==> config.mk <==
export PLATFORM = sky130hd
export DESIGN_NAME = mp_uart9
export DESIGN_NICKNAME = d
export VERILOG_FILES = /design/src/rtl/mp_uart9.sv
export SDC_FILE = /design/constraint.sdc
export NUM_CORES = 1
export LEC_CHECK = 0
export CAP_MARGIN = 20
export CORE_MARGIN = 4
export CORE_UTILIZATION = 30
export CTS_CLUSTER_DIAMETER = 200
export DETAILED_ROUTE_END_ITERATION = 12
export PLACE_DENSITY_LB_ADDON = 0.08
export SETUP_SLACK_MARGIN = 0.1
export SLEW_MARGIN = 20
export SYNTH_ARGS = -nofsm -noshare
export SYNTH_HDL_FRONTEND = slang
export SYNTH_SLANG_ARGS = --single-unit
==> constraint.sdc <==
create_clock -name clk -period 3.83 [get_ports clk]
set_clock_uncertainty 0.05 [all_clocks]
set_input_delay 0.5745 -clock clk [delete_from_list [all_inputs] [get_ports clk]]
set_output_delay 0.5745 -clock clk [all_outputs]
set_load 0.1 [all_outputs]
==> src/rtl/mp_uart9.sv <==
module mp_uart9 #(
  parameter int OSR = 16
) (
  input  logic       clk,
  input  logic       rst_n,
  input  logic       baud_tick,
  input  logic       rx_i,
  input  logic       tx_wr,
  input  logic [7:0] tx_data,
  input  logic       tx_bit9,
  input  logic       frame9,
  input  logic       mp_en,
  input  logic       tx_clr,
  input  logic       rx_clr,
  output logic       tx_o,
  output logic       tx_busy,
  output logic [7:0] rx_data,
  output logic       rx_bit9,
  output logic       tx_flag,
  output logic       rx_flag,
  output logic       irq
);
  localparam int CW  = $clog2(OSR);
  localparam int MID = OSR / 2;
  localparam logic [CW-1:0] T_LAST = CW'(OSR - 1);
  localparam logic [CW-1:0] T_S0   = CW'(MID - 1);
  localparam logic [CW-1:0] T_S1   = CW'(MID);
  localparam logic [CW-1:0] T_VOTE = CW'(MID + 1);

  // transmitter
  logic [10:0]   tx_frame;
  logic [3:0]    tx_idx;
  logic [CW-1:0] tx_tcnt;
  logic          tx_nine_q;
  logic          tx_set;

  wire [3:0] tx_last    = tx_nine_q ? 4'd10 : 4'd9;
  wire       tx_bit_end = tx_busy && baud_tick && (tx_tcnt == T_LAST);
  assign tx_set = tx_bit_end && (tx_idx + 4'd1 == tx_last);
  assign tx_o   = tx_busy ? tx_frame[tx_idx] : 1'b1;

  always_ff @(posedge clk or negedge rst_n) begin
    if (!rst_n) begin
      tx_busy   <= 1'b0;
      tx_idx    <= '0;
      tx_tcnt   <= '0;
      tx_frame  <= '1;
      tx_nine_q <= 1'b0;
    end else if (!tx_busy) begin
      if (tx_wr) begin
        tx_busy   <= 1'b1;
        tx_idx    <= '0;
        tx_tcnt   <= '0;
        tx_frame  <= {1'b1, frame9 ? tx_bit9 : 1'b1, tx_data, 1'b0};
        tx_nine_q <= frame9;
      end
    end else if (baud_tick) begin
      if (tx_tcnt == T_LAST) begin
        tx_tcnt <= '0;
        if (tx_idx == tx_last) tx_busy <= 1'b0;
        else                   tx_idx  <= tx_idx + 4'd1;
      end else begin
        tx_tcnt <= tx_tcnt + 1'b1;
      end
    end
  end

  // receiver
  logic [1:0]    rx_sync;
  logic          rx_last;
  logic          rx_act;
  logic [3:0]    rx_idx;
  logic [CW-1:0] rx_tcnt;
  logic [1:0]    rx_smp;
  logic [7:0]    rx_sh;
  logic          rx_nine_q;
  logic          rx_set;

  wire rx_s     = rx_sync[1];
  wire rx_maj   = (rx_smp[0] & rx_smp[1]) | (rx_smp[0] & rx_s) | (rx_smp[1] & rx_s);
  wire rx_vnow  = rx_act && baud_tick && (rx_tcnt == T_VOTE);
  wire rx_end   = rx_vnow && (rx_idx == 4'd9);
  wire rx_block = rx_nine_q && mp_en && !rx_maj;
  assign rx_set = rx_end && !rx_block;

  always_ff @(posedge clk or negedge rst_n) begin
    if (!rst_n) begin
      rx_sync   <= 2'b11;
      rx_last   <= 1'b1;
      rx_act    <= 1'b0;
      rx_idx    <= '0;
      rx_tcnt   <= '0;
      rx_smp    <= '0;
      rx_sh     <= '0;
      rx_nine_q <= 1'b0;
    end else begin
      rx_sync <= {rx_sync[0], rx_i};
      if (baud_tick) rx_last <= rx_s;
      if (!rx_act) begin
        if (baud_tick && rx_last && !rx_s) begin
          rx_act    <= 1'b1;
          rx_idx    <= '0;
          rx_tcnt   <= CW'(1);
          rx_nine_q <= frame9;
        end
      end else if (baud_tick) begin
        if (rx_tcnt == T_LAST) begin
          rx_tcnt <= '0;
          rx_idx  <= rx_idx + 4'd1;
        end else begin
          rx_tcnt <= rx_tcnt + 1'b1;
        end
        if (rx_tcnt == T_S0) rx_smp[0] <= rx_s;
        if (rx_tcnt == T_S1) rx_smp[1] <= rx_s;
        if (rx_tcnt == T_VOTE) begin
          if (rx_idx == 4'd0) begin
            if (rx_maj) rx_act <= 1'b0;
          end else if (rx_idx <= 4'd8) begin
            rx_sh <= {rx_maj, rx_sh[7:1]};
          end else begin
            rx_act <= 1'b0;
          end
        end
      end
    end
  end

  // delivered data and flags
  always_ff @(posedge clk or negedge rst_n) begin
    if (!rst_n) begin
      rx_data <= '0;
      rx_bit9 <= 1'b0;
      tx_flag <= 1'b0;
      rx_flag <= 1'b0;
    end else begin
      if (rx_set) begin
        rx_data <= rx_sh;
        rx_bit9 <= rx_maj;
      end
      tx_flag <= tx_set | (tx_flag & ~tx_clr);
      rx_flag <= rx_set | (rx_flag & ~rx_clr);
    end
  end

  assign irq = tx_flag | rx_flag;
endmodule


==> run_results.csv <==
group,metric,value,unit
synth,synth_compound_area_share,9.08,%
cts,cts_hold_buf,0,
cts,cts-root-buf,"clkbuf_8",
critical_path,end_kind,"primary output",
worst_hold_path,min_path_type,"in -> async",
cts,cts_setup_buffers,0,
timing,hold_viol,0,
cells_and_area,nNetsFinal,291,
synth,synthCells,233,
placement,hpwl,3800,µm
cells_and_area,final_area,3140,µm²
cts,cts_max_level,2,
critical_path,path_buf_inv,1,
timing,final.setup.tns,0,ns
synth,yosysSeqAreaShare,52.2,%
timing,period_needed,2.79,ns
detailed_routing,drtIter0Drc,70,
cts,cts.sinks,54,
detailed_routing,wirelength,5230,µm
critical_path,slowest_delay,1.22,ns
cts,clkTransAtPathRegs,0.11,ns
synth,yosys_warnings,0,
timing,fin_crit_sh,72.7,%
detailed_routing,ant_nets,0,
critical_path,worstPathArrival,2.16,ns
placement,io_buffers,31,
cells_and_area,areaGrowthSynthToFinish,19.9,%
critical_path,critPathLaunchType,"flip-flop",
global_routing,grt_use_total,11.0,%
timing,worst_slew_pin_slew,0.970,ns
synth,syn_area,2620,µm²
timing,rsz0062_at_grt,"no",
cells_and_area,drive_gt1_share,17.3,%
floorplanning,die_x,101,µm
power_and_ir_drop,p_total,1.61,mW
floorplanning,initial_core_util,31.4,%
synth,synth_xor_area_share,1.67,%
synth,netlist.area_leader.share,39.2,%
synth,synth_fa_ha_area_share,4.35,%
cts,insertion_delay,0.31,ns
detailed_routing,avgViaCountPerCell,4.91,
detailed_routing,drc,0,
power_and_ir_drop,cellLeakagePower,1.36,nW
timing,slew_violations,0,
global_routing,gr-usage-met3,2.48,%
detailed_routing,firstDrtPassIters,4,
synth,yosys.area.top_type,"dfrtp_1",
critical_path,slowest_stage,"clkdlybuf4s50_1",
placement,postPlaceCellArea,3040,µm²
critical_path,cp_top_family,"buffers and inverters",
cts,cts_resized,0,
detailed_routing,num_vias,1821,
timing,fmax,359,MHz
synth,ys_types,45,
global_routing,use_met2,16.4,%
global_routing,busiest_layer,"met2",
global_routing,grt_pass1_vias,1722,
cts,clockBufferDepth,2,
critical_path,path_cells,"clkdlybuf4s50_1",
run_status,status,"complete, no violations",
cells_and_area,num_antenna_cells,0,
floorplanning,core-area,8340,µm²
power_and_ir_drop,peakVddDrop,0.199,mV
cells_and_area,fillCellCount,848,
critical_path,cp.required,3.21,ns
job,cap_violations,0,
critical_path,cp_max_fo,13,
placement,place_congestion,0.714,
synth,synthMuxAreaShare,15.2,%
floorplanning,die_h,101,µm
cts,cts_buffers,5,
floorplanning,io_pins,32,
detailed_routing,wire_per_inst,14.1,µm
synth,avgSynthCellArea,11.2,µm²
timing,final-setup-viol-count,0,
floorplanning,dieArea,10300,µm²
synth,synth_top_family_by_area,"multiplexers",
synth,synthTopCellsByArea,"dfrtp_1 (39%), dfstp_2 (13%), mux2_2 (6.5%), mux2_1 (6.0%), ha_1 (3.8%)",
synth,synth-edff-count,0,
cts,cts_tree,"yes",
floorplanning,num_rows,33,
global_routing,gr-usage-met1,15.6,%
synth,synth-main-ff-cell,"dfrtp_1",
global_routing,grt_max_degree,33,
global_routing,antenna_found_initial,0,
synth,ys_async_sr_fraction,100,%
timing,whs,0.256,ns
synth,synthSimpleGateAreaFrac,13.9,%
global_routing,grt_pass1_wl,8830,µm
synth,synth_seq_cells,54,
critical_path,crit_type,"reg -> out",
global_routing,grt_remaining_overflow,0,
synth,synth_nets,259,
cells_and_area,final_cell_mix,"dfrtp_1 (41), clkdlybuf4s50_1 (29), inv_1 (16), nand2_1 (16), mux2_2 (15)",
timing,slew_headroom,35.1,%
cells_and_area,final_common_cell,"dfrtp_1",
power_and_ir_drop,power.density,512,nW/µm²
stage by stage:
| step | setup WS, ns | utilization [%] | instances |
|---|---|---|---|
| 2_1_floorplan | 0.989 | - | 233 |
| 5_1_grt | 0.966 | 37.6 | 371 |
| 3_5_place_dp | 1.25 | 36.5 | 363 |
| 3_3_place_gp | 1.26 | 36.5 | 363 |
| 6_report | 1.04 | 37.6 | 371 |
| 4_1_cts | 1.03 | 37.6 | 371 |
power by group:
group          internal (mW)  switching (mW)
clock                  0.137           0.210
combinational          0.197           0.244
sequential             0.676           0.144
state kept, by name (all words and copies together), names as in the netlist, 2 cells and up:
signal    count
rx_tcnt       4
rx_sh         8
rx_sync       2
tx_frame     10
tx_idx        4
tx_tcnt       4
rx_idx        4
rx_data       8
rx_smp        2
Yosys cell counts, types with 2 or more instances:
library cell / n
dfrtp_1: 41
inv_1: 16
nand2_1: 16
mux2_2: 15
mux2_1: 14
dfstp_2: 13
nand3_1: 12
nor2_1: 10
o21ai_0: 10
clkbuf_1: 9
ha_1: 8
mux2i_1: 7
a21oi_1: 6
nor2b_1: 6
nand4_1: 4
nor3_1: 4
o21ai_1: 4
and2_1: 3
nor4_1: 3
xnor2_1: 3
a31oi_1: 2
o32ai_1: 2
or3_1: 2
xor2_1: 2
kinds of logic (layout without fill, tap and decap cells):
family	after synthesis	count (layout)
simple gates	68	68
flops	54	54
xor+xnor	5	5
buf+inv	25	58
mux	36	36
compound gates	36	36
fa+ha+maj	9	9
per-layer routing:
metal	up-vias	wire, µm
met2	33	2370
met4	0	70
met3	5	219
met1	887	2570
met5	-	0
li1	896	-
final timing paths:
path                                  startpoint                       to  slack (ns)  depth (start not counted)
max                            tx_busy$_DFF_PN0_                  tx_busy        1.04                          1
max in group asynchronous                  rst_n  tx_frame[8]$_DFFE_PN1P_        2.61                          2
min in group clk            rx_sync[0]$_DFF_PN1_     rx_sync[1]$_DFF_PN1_        0.31                          0
min                                        rst_n   rx_data[4]$_DFFE_PN0P_        0.26                          1
min reg2reg                 rx_sync[0]$_DFF_PN1_     rx_sync[1]$_DFF_PN1_        0.31                          0
max reg2reg                rx_idx[0]$_DFFE_PN0P_     rx_sh[4]$_DFFE_PN0P_        1.79                          6
area by class of cell:
type	count	area [µm²]	share of cell area, %
Sequential cell	54	1370	43.6
Multi-Input combinational cell	154	1160	36.8
Timing Repair Buffer	34	325	10.4
Tap cell	105	131	4.19
Clock buffer	5	68.8	2.19
Inverter	16	60.1	1.91
Clock inverter	3	28.8	0.917
Power figures use the tool's default switching activity.
